File: config.mk
export PLATFORM = sky130hd
export DESIGN_NAME = i2c_bit_target
export DESIGN_NICKNAME = d
export VERILOG_FILES = /design/src/rtl/i2cbt_pkg.sv /design/src/rtl/i2cbt_lines.sv /design/src/rtl/i2cbt_shreg.sv /design/src/rtl/i2cbt_ctrl.sv /design/src/rtl/i2c_bit_target.sv
export SDC_FILE = /design/constraint.sdc
export NUM_CORES = 1
export LEC_CHECK = 0
export BUFFER_PORTS_ARGS = -buffer_cell sky130_fd_sc_hd__buf_2
export CORE_MARGIN = 2
export CORE_UTILIZATION = 50
export CTS_CLUSTER_SIZE = 40
export DETAILED_ROUTE_END_ITERATION = 8
export PLACE_DENSITY = 0.76
export SLEW_MARGIN = 20
export SYNTH_ARGS = -nofsm -noshare
export SYNTH_HDL_FRONTEND = slang
export SYNTH_SLANG_ARGS = --single-unit
File: constraint.sdc
create_clock -name clk -period 2.5 [get_ports clk]
set_input_delay 0 -clock clk [delete_from_list [all_inputs] [get_ports clk]]
set_output_delay 0 -clock clk [all_outputs]
set_load 0.02 [all_outputs]
File: src/rtl/i2cbt_pkg.sv
// Shared types of the I2C bit-level target bridge.
package i2cbt_pkg;
    // Protocol phase of the bridge.
    typedef enum logic [2:0] {
        ST_IDLE = 3'd0,   // stopped, clocks ignored
        ST_RECV = 3'd1,   // shifting in address or write bits
        ST_ACKW = 3'd2,   // next rise hands the byte downstream
        ST_SEND = 3'd3,   // shifting out read bits
        ST_HACK = 3'd4,   // next rise samples controller acknowledge
        ST_PARK = 3'd5    // controller refused, clocks ignored
    } state_t;

    // Downstream operation codes (encoding is visible at the port).
    typedef enum logic [2:0] {
        OP_NONE  = 3'd0,
        OP_START = 3'd1,
        OP_WRITE = 3'd2,
        OP_READ  = 3'd3,
        OP_NACK  = 3'd4,
        OP_END   = 3'd5
    } op_t;
endpackage

File: src/rtl/i2cbt_lines.sv
// Line tracker: stores the last seen SCL/SDA levels and reports changes.
// Assumes scl_in/sda_in are already synchronous to clk.
module i2cbt_lines (
    input  logic clk,
    input  logic rst_n,
    input  logic scl_in,
    input  logic sda_in,
    output logic sda_q,
    output logic scl_rise,
    output logic scl_fall,
    output logic start_det,
    output logic stop_det
);
    logic scl_q;
    logic sda_chg;

    // Store the line levels; both idle high after reset.
    always_ff @(posedge clk) begin
        if (!rst_n) begin
            scl_q <= 1'b1;
            sda_q <= 1'b1;
        end else begin
            scl_q <= scl_in;
            sda_q <= sda_in;
        end
    end

    // Classify this cycle's level changes against the stored levels.
    always_comb begin
        sda_chg   = (sda_in != sda_q);
        start_det = sda_chg && scl_q && !sda_in;
        stop_det  = sda_chg && scl_q && sda_in;
        scl_rise  = scl_in && !scl_q;
        scl_fall  = !scl_in && scl_q;
    end

    AST_COND_EXCLUSIVE: assert property (@(posedge clk) disable iff (!rst_n)
        !(start_det && stop_det));
endmodule

File: src/rtl/i2cbt_shreg.sv
// Byte register: shifts in received bits, loads and shifts out read bytes.
// Assumes at most one of the enables is set per cycle (load has priority).
module i2cbt_shreg #(
    parameter int W = 8
) (
    input  logic         clk,
    input  logic         rst_n,
    input  logic         cap_en,
    input  logic         cap_bit,
    input  logic         adv_en,
    input  logic         load_en,
    input  logic [W-1:0] load_val,
    output logic [W-1:0] q
);
    // Update the byte: load keeps the bits after the MSB, capture adds at LSB.
    always_ff @(posedge clk) begin
        if (!rst_n) begin
            q <= '0;
        end else if (load_en) begin
            q <= {load_val[W-2:0], 1'b0};
        end else if (cap_en) begin
            q <= {q[W-2:0], cap_bit};
        end else if (adv_en) begin
            q <= {q[W-2:0], 1'b0};
        end
    end
endmodule

File: src/rtl/i2cbt_ctrl.sv
// Protocol sequencer: walks receive, acknowledge and read phases, issues
// downstream operations and computes the open-drain drive.
// Assumes the downstream answer (accept, read MSB) is valid in the op cycle.
module i2cbt_ctrl
    import i2cbt_pkg::*;
#(
    parameter int DATA_W = 8
) (
    input  logic clk,
    input  logic rst_n,
    input  logic scl_rise,
    input  logic scl_fall,
    input  logic start_det,
    input  logic stop_det,
    input  logic sda_bit,
    input  logic byte_lsb,
    input  logic byte_msb,
    input  logic tgt_accept,
    input  logic rd_msb,
    output op_t  op,
    output logic drive_q,
    output logic cap_en,
    output logic adv_en,
    output logic load_en
);
    localparam int CNT_W = $clog2(DATA_W);
    localparam logic [CNT_W-1:0] LAST = CNT_W'(DATA_W - 1);

    state_t           state, st_n;
    logic [CNT_W-1:0] cnt, cnt_n;
    logic             addr_valid, av_n;
    logic             end_pend, pend_n;
    logic             drv_n;

    // Next-state, drive and operation decode for this cycle's line event.
    always_comb begin
        st_n    = state;
        cnt_n   = cnt;
        av_n    = addr_valid;
        drv_n   = drive_q;
        pend_n  = 1'b0;
        op      = end_pend ? OP_END : OP_NONE;
        cap_en  = 1'b0;
        adv_en  = 1'b0;
        load_en = 1'b0;
        if (start_det) begin
            st_n  = ST_RECV;
            cnt_n = '0;
            av_n  = 1'b0;
            drv_n = 1'b1;
        end else if (stop_det) begin
            if (addr_valid) op = OP_END;
            av_n  = 1'b0;
            st_n  = ST_IDLE;
            drv_n = 1'b1;
        end else if (scl_fall) begin
            drv_n = 1'b1;
        end else if (scl_rise) begin
            case (state)
                ST_RECV: begin
                    cap_en = 1'b1;
                    drv_n  = 1'b1;
                    if (cnt == LAST) begin
                        st_n  = ST_ACKW;
                        cnt_n = '0;
                    end else begin
                        cnt_n = cnt + CNT_W'(1);
                    end
                end
                ST_ACKW: begin
                    if (!addr_valid) begin
                        op   = OP_START;
                        av_n = 1'b1;
                    end else begin
                        op = OP_WRITE;
                    end
                    if (!tgt_accept) begin
                        drv_n  = 1'b1;
                        st_n   = ST_IDLE;
                        av_n   = 1'b0;
                        pend_n = 1'b1;
                    end else begin
                        drv_n = 1'b0;
                        cnt_n = '0;
                        st_n  = (!addr_valid && byte_lsb) ? ST_SEND : ST_RECV;
                    end
                end
                ST_SEND: begin
                    if (cnt == '0) begin
                        op      = OP_READ;
                        load_en = 1'b1;
                        drv_n   = rd_msb;
                    end else begin
                        adv_en = 1'b1;
                        drv_n  = byte_msb;
                    end
                    if (cnt == LAST) begin
                        st_n  = ST_HACK;
                        cnt_n = '0;
                    end else begin
                        cnt_n = cnt + CNT_W'(1);
                    end
                end
                ST_HACK: begin
                    drv_n = 1'b1;
                    if (sda_bit) begin
                        op   = OP_NACK;
                        st_n = ST_PARK;
                    end else begin
                        st_n  = ST_SEND;
                        cnt_n = '0;
                    end
                end
                default: drv_n = 1'b1;
            endcase
        end
    end

    // Commit phase, bit count, address flag, pending end and drive.
    always_ff @(posedge clk) begin
        if (!rst_n) begin
            state      <= ST_IDLE;
            cnt        <= '0;
            addr_valid <= 1'b0;
            end_pend   <= 1'b0;
            drive_q    <= 1'b1;
        end else begin
            state      <= st_n;
            cnt        <= cnt_n;
            addr_valid <= av_n;
            end_pend   <= pend_n;
            drive_q    <= drv_n;
        end
    end

    AST_START_RESTARTS: assert property (@(posedge clk) disable iff (!rst_n)
        start_det |=> (state == ST_RECV && !addr_valid && cnt == '0));
    AST_FALL_RELEASES: assert property (@(posedge clk) disable iff (!rst_n)
        scl_fall |=> drive_q);
    AST_ACCEPT_ACKS: assert property (@(posedge clk) disable iff (!rst_n)
        ((op == OP_START || op == OP_WRITE) && tgt_accept) |=> !drive_q);
    AST_REJECT_PARKS: assert property (@(posedge clk) disable iff (!rst_n)
        ((op == OP_START || op == OP_WRITE) && !tgt_accept)
            |=> (drive_q && state == ST_IDLE && op == OP_END));
    AST_READ_ON_RISE: assert property (@(posedge clk) disable iff (!rst_n)
        (op == OP_READ) |-> scl_rise);
    AST_QUIET_PARKED: assert property (@(posedge clk) disable iff (!rst_n)
        ((state == ST_IDLE || state == ST_PARK) && scl_rise && !end_pend)
            |-> (op == OP_NONE));
    AST_END_NEEDS_ADDR: assert property (@(posedge clk) disable iff (!rst_n)
        (stop_det && !addr_valid && !end_pend) |-> (op == OP_NONE));
endmodule

File: src/rtl/i2c_bit_target.sv
// Top of the I2C bit-level target bridge: line tracker, byte register and
// protocol sequencer. Assumes sampled, glitch-free line levels and a
// downstream target that answers in the cycle of each operation.
module i2c_bit_target #(
    parameter int DATA_W = 8
) (
    input  logic              clk,
    input  logic              rst_n,
    input  logic              scl_in,
    input  logic              sda_in,
    output logic              sda_drive,
    output logic              sda_bus,
    output logic [2:0]        tgt_op,
    output logic [DATA_W-2:0] tgt_addr,
    output logic              tgt_rnw,
    output logic [DATA_W-1:0] tgt_wdata,
    input  logic              tgt_accept,
    input  logic [DATA_W-1:0] tgt_rdata
);
    import i2cbt_pkg::*;

    localparam int ADDR_W = DATA_W - 1;

    logic              sda_q, scl_rise, scl_fall, start_det, stop_det;
    logic              cap_en, adv_en, load_en;
    logic [DATA_W-1:0] byte_q;
    op_t               op_w;

    i2cbt_lines u_lines (
        .clk       (clk),
        .rst_n     (rst_n),
        .scl_in    (scl_in),
        .sda_in    (sda_in),
        .sda_q     (sda_q),
        .scl_rise  (scl_rise),
        .scl_fall  (scl_fall),
        .start_det (start_det),
        .stop_det  (stop_det)
    );

    i2cbt_shreg #(.W(DATA_W)) u_shreg (
        .clk      (clk),
        .rst_n    (rst_n),
        .cap_en   (cap_en),
        .cap_bit  (sda_q),
        .adv_en   (adv_en),
        .load_en  (load_en),
        .load_val (tgt_rdata),
        .q        (byte_q)
    );

    i2cbt_ctrl #(.DATA_W(DATA_W)) u_ctrl (
        .clk        (clk),
        .rst_n      (rst_n),
        .scl_rise   (scl_rise),
        .scl_fall   (scl_fall),
        .start_det  (start_det),
        .stop_det   (stop_det),
        .sda_bit    (sda_q),
        .byte_lsb   (byte_q[0]),
        .byte_msb   (byte_q[DATA_W-1]),
        .tgt_accept (tgt_accept),
        .rd_msb     (tgt_rdata[DATA_W-1]),
        .op         (op_w),
        .drive_q    (sda_drive),
        .cap_en     (cap_en),
        .adv_en     (adv_en),
        .load_en    (load_en)
    );

    // Present the operation and the received byte fields downstream.
    always_comb begin
        tgt_op    = op_w;
        tgt_addr  = byte_q[DATA_W-1 -: ADDR_W];
        tgt_rnw   = byte_q[0];
        tgt_wdata = byte_q;
        sda_bus   = sda_drive & sda_q;
    end

    AST_BUS_PULLED_LOW: assert property (@(posedge clk) disable iff (!rst_n)
        !sda_drive |-> !sda_bus);
endmodule

After elaboration in Yosys (flattened, before gate mapping) --
Index checks and enable logic that the tools add are counted.
Operators by class: reductions and logical operators 27, mux-type cells 48, bitwise gates (word level) 6, $add $sub $neg 1, eq/ne operators 13
Operators by type and width (count):
- two-way mux 3 bit | 15
- two-way mux 1 bit | 24
- two-way mux 8 bit | 3
- case mux 3 bit (3 select lines) | 2
- case mux 3 bit (4 select lines) | 1
- AND reduction 5 bit | 2
- nonzero test 3 bit | 3
- inequality test 4 x 3 -> 1 bit, second input constant | 2
- equality test 3 x 2 -> 1 bit, second input constant | 2
- equality test 3 bit, second input constant | 2
- logical AND 1 bit | 6
- AND reduction 6 bit | 1
- nonzero test 6 bit | 1
- OR reduction 2 bit | 3
- OR reduction 6 bit | 1
- NOT 1 bit | 5
- zero test 1 bit | 4
- two-way mux 2 bit | 2
- inequality test 2 x 1 -> 1 bit, second input constant | 2
- inequality test 2 bit, second input constant | 2
- nonzero test 4 bit | 1
- OR reduction 4 bit | 1
- adder 3 x 1 -> 3 bit, second input constant | 1
- equality test 3 x 1 -> 1 bit, second input constant | 1
- 8 further kinds | 8
Storage, ports and cells: input bits 13, word-level logic and storage cells 105, output and inout port bits 21, bits in registers 19

Logic depth before layout (Yosys ltp) --
Gate-level depths: netlist of run 1.
depth in word-level cells 10, depth in mapped cells 6, mapped depth without buffers 6

Cells and area by module --
A second synthesis of run 1 with hierarchy kept.
Second synthesis, totals: cells, all modules 155, area, all modules 1346.3 µm²
By module, submodules not included:
- i2cbt_ctrl | cells each 93, area an instance 783.3 µm², sequential area each 180.2 µm², times used 1
- i2cbt_shreg | cells each 45, area an instance 411.6 µm², sequential area each 160.2 µm², times used 1
- i2cbt_lines | cells each 8, area an instance 85.1 µm², sequential area each 40.0 µm², times used 1
- i2c_bit_target | cells each 9, area an instance 66.3 µm², sequential area each 0.0 µm², times used 1

Worst setup path before layout of run 1 --
OpenSTA, ideal clock, no wires.
path kind reg-to-reg, from register u_ctrl.cnt[0], to register u_shreg.q[7], buffers on the path 0, period minus slack after synthesis 1.427 ns, data required time 2.379 ns, data arrival time 1.306 ns, library setup time 0.121 ns, slack 1.073 ns, stages on the path, launching flop included 7, cell sequence dfxtp_1 > inv_1 > ha_1 > nand3b_4 > or4_1 > o21ai_1 > o22ai_1
On the way: cells in the longest elaborated chain, start to end 8, elaborated cells between the ends (all ways) 15, classes of those cells mux (13); reduce/logical (2)
Ends and longest elaborated chain:
- from (decl) | line i2cbt_ctrl.sv:30 | logic [CNT_W-1:0] cnt, cnt_n;
- from (signal assigned) | line i2cbt_ctrl.sv:129 | cnt <= cnt_n;
- zero test 3 bit * | line i2cbt_ctrl.sv:89 | if (cnt == '0) begin
- two-way mux 1 bit | line i2cbt_ctrl.sv:89
- two-way mux 1 bit | line i2cbt_ctrl.sv:59 | case (state)
- two-way mux 1 bit | line i2cbt_ctrl.sv:58 | end else if (scl_rise) begin
- two-way mux 1 bit | line i2cbt_ctrl.sv:56 | end else if (scl_fall) begin
- two-way mux 1 bit | line i2cbt_ctrl.sv:51 | end else if (stop_det) begin
- two-way mux 1 bit | line i2cbt_ctrl.sv:46 | if (start_det) begin
- nonzero test 3 bit (no source line) / two-way mux 8 bit (equally long branches)
- to (signal assigned) | line i2cbt_shreg.sv:20 | q <= {load_val[W-2:0], 1'b0};
- to (signal assigned) | line i2cbt_shreg.sv:22 | q <= {q[W-2:0], cap_bit};
- to (signal assigned) | line i2cbt_shreg.sv:24 | q <= {q[W-2:0], 1'b0};
- to (decl) | line i2cbt_shreg.sv:13 | output logic [W-1:0] q
Mark *: on every way between the ends. The rest lies on a longest branch, timed or not. A chain may end at the register's enable or synchronous reset.

Worst setup path in the final report of run 1 --
from register u_ctrl.state[1], to output tgt_op[0]
On the way: cells in the longest elaborated chain, start to end 6, elaborated cells between the ends (all ways) 8, classes of those cells eq/ne (3); mux (5)
Ends and longest elaborated chain:
- from (decl) | line i2cbt_ctrl.sv:29 | state_t state, st_n;
- from (signal assigned) | line i2cbt_ctrl.sv:128 | state <= st_n;
- equality test 3 bit / equality test 3 x 2 -> 1 bit (equally long branches) | line i2cbt_ctrl.sv:59
- case mux 3 bit (3 select lines) * | line i2cbt_ctrl.sv:59
- two-way mux 3 bit * | line i2cbt_ctrl.sv:58
- two-way mux 3 bit * | line i2cbt_ctrl.sv:56
- two-way mux 3 bit * | line i2cbt_ctrl.sv:51
- two-way mux 3 bit * | line i2cbt_ctrl.sv:46
- to (decl) | line i2c_bit_target.sv:13 | output logic [2:0] tgt_op,
Marks and branches as above.

==> run summary, run 1 <==
Asr flop ratio synth = 0%
Total global routing overflow = 0
CP Launch Type = register
Clock slew seen by the registers of the worst setup and hold paths = 120 ps
Full die area = 2820 um2
Post-Synth Simple-Gate Area = 26.6%
Count leader, synth = dfxtp_1
Vias in the first global route = 1023
Post-DR vias/cell = 5.66
Post-synth top area share = 31.5%
Final worst-path cycle share = 76.6%
Routed WL = 2780 um
# IOs = 34
Hold Path Stages = 3
Synthesis warning total = 0
Crit-path max FO = 13
Post-route setup slack = 585 ps
DRC = 0
Worst R2R Path Depth = 4
Mapped cell area = 1210 um2
Critical Path RT = 2500 ps
Seq/Total Area, Yosys = 31.5%
Max stage delay on crit path = 610 ps
Area grow syn2layout = 12.9%
Placer Congestion = 0.898
Hold_ws = 8.99 ps
WS Path Type = register to output port
Worst path bufs/invs = 1
H-tree Lvls = 1
Compound-cell area share of the yosys netlist = 20.0%
Setup crit end kind = output port
Hold Path Sink = u_shreg.q[5]
Initial antenna violation count = 0
Largest net degree at the start of global routing = 14
Synthesized-area fraction occupied by adder cells = 3.11%
Die Width = 53.1 um
Setup bufs post-CTS = 0
Clock Skews = 4.24 ps
Main flop type after synthesis = dfxtp_1
Yosys reg bits = 19
Multiplexer share of the synthesized area = 6.64%
Hold violation count in the final report = 0
Syn_nets = 164
Initial core utilization = 53.5%
Diode count = 0
Main combinational cell family by area after synthesis = simple AND/OR/NAND/NOR gates
Layout cells sized above 1 = 23.7%
CTS buffer count = 3
CTS Root Cell = clkbuf_4
Buffers added on ports = 33
Post-route ant nets = 0
Setup Viol. Count Final = 0
LEAKAGE = 0.608 nW
Reg2reg setup slack = 680 ps
Worst-Skew Late Latency = 300 ps
DRT Pass-1 Iters = 5
FF-to-FF End = u_shreg.q[7]
Total GRT Usage = 23.4%
Slowest CP cell = dfxtp_1
CTS tree = yes
Fmax = 522 MHz
RSZ-0062 raised after global routing = no
DR vias = 1138
Mapped Cells = 148
Fin. max-slew vios = 0
Die height = 53.1 um
R2r startpoint = u_ctrl.state[0]
Period minus WS final = 1920 ps
Largest area contributor in the netlist = dfxtp_1
CTS sink count = 19
Most frequent cells after synthesis = 19 x dfxtp_1, 18 x nand2_1, 10 x buf_4
Syn_area_per_cell = 8.15 um2
Relative slew slack = 50.3%
Drt wl/cell = 13.8 um
Worst-margin pin slew = 743 ps
Status = finished clean
First-pass GRT wire length = 4850 um
Max_cap viols = 0
First DRT Iteration DRCs = 22
Number of synthesized flops with an enable pin = 0
Post-CTS resize count = 0
Hold_sp = tgt_rdata[4]
Std-Cell Rows = 17
Dpl ws = 715 ps
Post-DP HPWL = 2060 um
Setup_tns = 0 ps
VDD IR-drop max = 0.301 mV
Max Buffers Root-to-Sink = 2
Core area = 2250 um2
Top cells by area, synth = dfxtp_1 32%, mux2i_1 6.6%, buf_4 6.2%
Critical Path, Cell by Cell = nor2b_1 > nand2_1 > o221ai_1 > o32a_1 > buf_2
Power per cell area = 412 nW/um2
Data arrival time of the worst path = 1920 ps
Post-synthesis xor/xnor area fraction = 0.726%
CP top delay family = flip-flops
Type of the most critical hold path = input port to register
Netlist cell types = 43
Net count, final = 190
[sequential cells by signal, indices dropped and copies added, names as in the netlist]
signal             count
u_ctrl.addr_valid      1
u_lines.sda_q          1
u_shreg.q              8
u_ctrl.drive_q         1
u_ctrl.end_pend        1
u_ctrl.state           3
u_ctrl.cnt             3
u_lines.scl_q          1
[routing by layer]
metal  wire [um]  vias to the layer above  share of wire [%]  global-route usage (%)
li1            -                      570                  -                       -
met5           0                        -                  0                       0
met1        1250                      515                 45                    33.3
met3         189                        6                6.8                    3.67
met2        1300                       47                 47                    35.8
met4          42                        0                1.5                    7.69
[how the worst max path moves through the flow]
| stage | startpoint | depth (start not counted) | endpoint | slack, ps |
|---|---|---|---|---|
| after floorplan | u_ctrl.cnt[0] | 6 | u_shreg.q[7] | 1070 |
| after global placement | u_ctrl.state[0] | 4 | u_shreg.q[3] | 850 |
| after detailed placement | u_ctrl.state[0] | 4 | u_shreg.q[4] | 710 |
| after CTS | u_ctrl.state[1] | 5 | tgt_op[0] | 590 |
| after global routing | u_ctrl.state[0] | 4 | u_shreg.q[5] | 400 |
| final | u_ctrl.state[1] | 5 | tgt_op[0] | 580 |
[stage by stage]
stage          instances  power [mW]  cell area (um2)  utilization, %
2_1_floorplan        148       0.376             1210               -
3_3_place_gp         193       0.396             1290            57.4
3_5_place_dp         193       0.397             1290            57.4
4_1_cts              201       0.558             1360            60.4
5_1_grt              201       0.588             1360            60.4
6_report             201       0.561             1360            60.4
[area by class of cell]
cell class / count / area [um2]
multi-input combinational: 106 / 688
timing repair buffer: 37 / 205
fill: 223 / 893
tap: 28 / 35.0
clock buffer: 4 / 26.3
sequential: 19 / 380
inverter: 7 / 26.3
[where the power goes]
group,switching [mW],internal [mW]
combinational,0.0435,0.0328
sequential,0.0117,0.308
clock,0.103,0.0622
[tightest hold or removal path, stage by stage]
cell	delay, ps
buf_2	70
mux2i_1	50
a21oi_1	150
[cells by family after synthesis]
family	after synthesis
adders and majority gates	3
and+or+nand+nor	57
AOI/OAI and AO/OA	37
muxes	8
DFF	19
xor gates and xnor gates	1
buffers and inverters	23
[layout by cell type (no fill, tap or decap), drive strengths merged, types with 2 or more instances in the layout]
cell and n:
buf 33, dfxtp 19, nand2 18, a21oi 9
nor2 9, mux2i 8, inv 7, o21ai 7
nor3 6, a211oi 5, nand3 4, dlygate4sd3 4
nand2b 4, clkbuf 4, a31oi 3, or3 3
ha 3, nor2b 2, o21bai 2, or4 2
o22ai 2, nand3b 2, nor3b 2
[what timing repair did]
item / in CTS / in global routing
endpoints found under the hold margin: 5 / 0
hold buffers: 4 / 0
setup endpoints to repair: 0 / 0
Power figures use the tool's default switching activity.
==> run 2: changes to the inputs <==
==> constraint.sdc (replaced) <==
create_clock -name clk -period 1.8 [get_ports clk]
set_input_delay 0 -clock clk [delete_from_list [all_inputs] [get_ports clk]]
set_output_delay 0 -clock clk [all_outputs]
set_load 0.02 [all_outputs]
==> run summary, run 2 (same netlist as run 1, synthesis figures left out) <==
Status = finished, violations left
Violations in the final reports = hold timing
Placer Congestion = 0.954 (+6.2%)
Largest net degree at the start of global routing = 14 (unchanged)
Post-route setup slack = 139 ps (-446 ps)
# IOs = 34 (unchanged)
DRC = 0 (unchanged)
Vias in the first global route = 1048 (+2.4%)
RSZ-0062 raised after global routing = no
Fin. max-slew vios = 0 (unchanged)
Data arrival time of the worst path = 1660 ps (-260 ps)
Setup crit end kind = output port
R2r startpoint = u_ctrl.cnt[0]
Critical Path Source = u_ctrl.cnt[0]
Final worst-path cycle share = 92.3%
CTS sink count = 19 (unchanged)
Biggest regs = u_shreg.q: 8 flops, u_ctrl.cnt: 3 flops, u_ctrl.state: 3 flops
CTS tree = yes
WS Path Type = register to output port
Power per cell area = 553 nW/um2 (+34%)
Setup Viol. Count Final = 0 (unchanged)
Net count, final = 193 (+1.6%)
First-pass GRT wire length = 4750 um (-2.0%)
Hold violation count in the final report = 1 (+1)
Max_cap viols = 0 (unchanged)
Worst-Skew Late Latency = 300 ps (about the same)
Post-DP HPWL = 2140 um (+3.9%)
Die Width = 53.1 um (unchanged)
CTS Root Cell = clkbuf_4
Full die area = 2820 um2 (unchanged)
Initial antenna violation count = 0 (unchanged)
Hold_sp = tgt_rdata[4]
Diode count = 0 (unchanged)
Type of the most critical hold path = input port to register
Drt wl/cell = 14.1 um (+2.2%)
Worst-margin pin slew = 471 ps (-272 ps)
DR vias = 1160 (+1.9%)
Std-Cell Rows = 17 (unchanged)
Period minus WS final = 1660 ps
Die height = 53.1 um (unchanged)
Area grow syn2layout = 15.9%
Fillers = 232 (+4.0%)
Total GRT Usage = 23.3% (-0.12 points)
Final instance area = 1400 um2 (+2.7%)
Multi-input gate area = 696 um2 (+1.1%)
Clock Skews = 2.40 ps (-1.85 ps)
Max reg flops = 8 (unchanged)
Critical Path RT = 1800 ps (-700 ps)
H-tree Lvls = 1 (unchanged)
Core area = 2250 um2 (unchanged)
Fmax = 602 MHz
Layout cells sized above 1 = 28.4% (+4.7 points)
Dpl ws = 237 ps (-478 ps)
Largest Register = u_shreg.q
Post-DR vias/cell = 5.69 (+0.43%)
Tot Pwr = 773 uW (+38%)
Clock slew seen by the registers of the worst setup and hold paths = 100 ps (-20 ps)
LEAKAGE = 0.625 nW (+2.8%)
Most frequent cells in the layout = 33 x buf_2, 18 x nand2_1, 14 x dfxtp_1
Commonest non-fill, non-tap cell in the layout = buf_2
Placed cell area = 1320 um2 (+1.7%)
Post-route ant nets = 0 (unchanged)
VDD IR-drop max = 0.395 mV (+31%)
Setup_tns = 0 ps (unchanged)
Initial core utilization = 53.5% (unchanged)
Routed WL = 2890 um (+3.7%)
Non-filler cells, final = 204 (+1.5%)
Max Buffers Root-to-Sink = 2 (unchanged)
CTS buffer count = 3 (unchanged)
First DRT Iteration DRCs = 34 (+55%)
Cell count after placement = 196 (+1.6%)
Total global routing overflow = 0 (unchanged)
Register area = 387 um2 (+1.6%)
CP Launch Type = register
Hold_ws = -2.04 ps (-11.0 ps)
Relative slew slack = 68.4% (+18 points)
Crit-path max FO = 4 (-9)
DRT Pass-1 Iters = 4 (-1)
Buffers added on ports = 33 (unchanged)
==> run 2: cell count changes in the layout (fill, tap and decap cells not counted) <==
cell / delta
buf_4: +3
dfxtp_1: -5
dfxtp_2: +5
nor2_2: -1
nor2_4: +1
nor2b_1: -1
nor2b_2: +1
==> run 2: layout make-up <==
cell class,count,share of cell area [%]
repair buffers,40,16.3
well taps,28,2.51
flip-flops and latches,19,27.7
inverters,7,1.88
multi-input cells,106,49.8
clock buffers,4,1.88
==> run 2: power breakdown <==
group	internal (mW)	leakage, nW	switching, mW
clock network	0.0864	0.0150	0.131
logic	0.0480	0.455	0.0632
registers	0.428	0.155	0.0164
==> run 2: worst paths after layout <==
check	end	slack [ps]	depth (start not counted)
hold reg to reg	u_ctrl.cnt[1]	490	2
setup / recovery	tgt_op[2]	140	7
hold / removal	u_shreg.q[5]	-2	3
setup reg to reg	u_shreg.q[7]	210	6
==> run 2: per-stage QoR <==
| stage | hold WS (ps) | utilization, % |
|---|---|---|
| after floorplan | 79.3 | - |
| after global placement | 238 | 58.4 |
| after detailed placement | 240 | 58.4 |
| after CTS | 3.45 | 61.5 |
| after global routing | 12.5 | 62.0 |
| final | -2.04 | 62.0 |
==> run 2: what timing repair did <==
item	4_1_cts	5_1_grt
endpoints found under the setup margin	1	3
setup buffers	0	0
gates resized for setup	1	6
hold endpoints to repair	5	0
hold buffers	4	0
pin swaps	0	0
==> run 2: worst max-delay path, cell delays in order (launching register included) <==
cell	delay (ps)
dfxtp_1	390
inv_1	60
ha_1	240
nand2b_1	130
a211oi_1	90
o21a_1	190
a21oi_1	100
buf_2	170
==> run 2: per-layer routing <==
metal | part of all wire, % | global-route usage [%]
met1 | 45 | 30.3
met2 | 47 | 37.5
met3 | 5.9 | 3.67
met4 | 1.8 | 10.7
met5 | 0 | 0
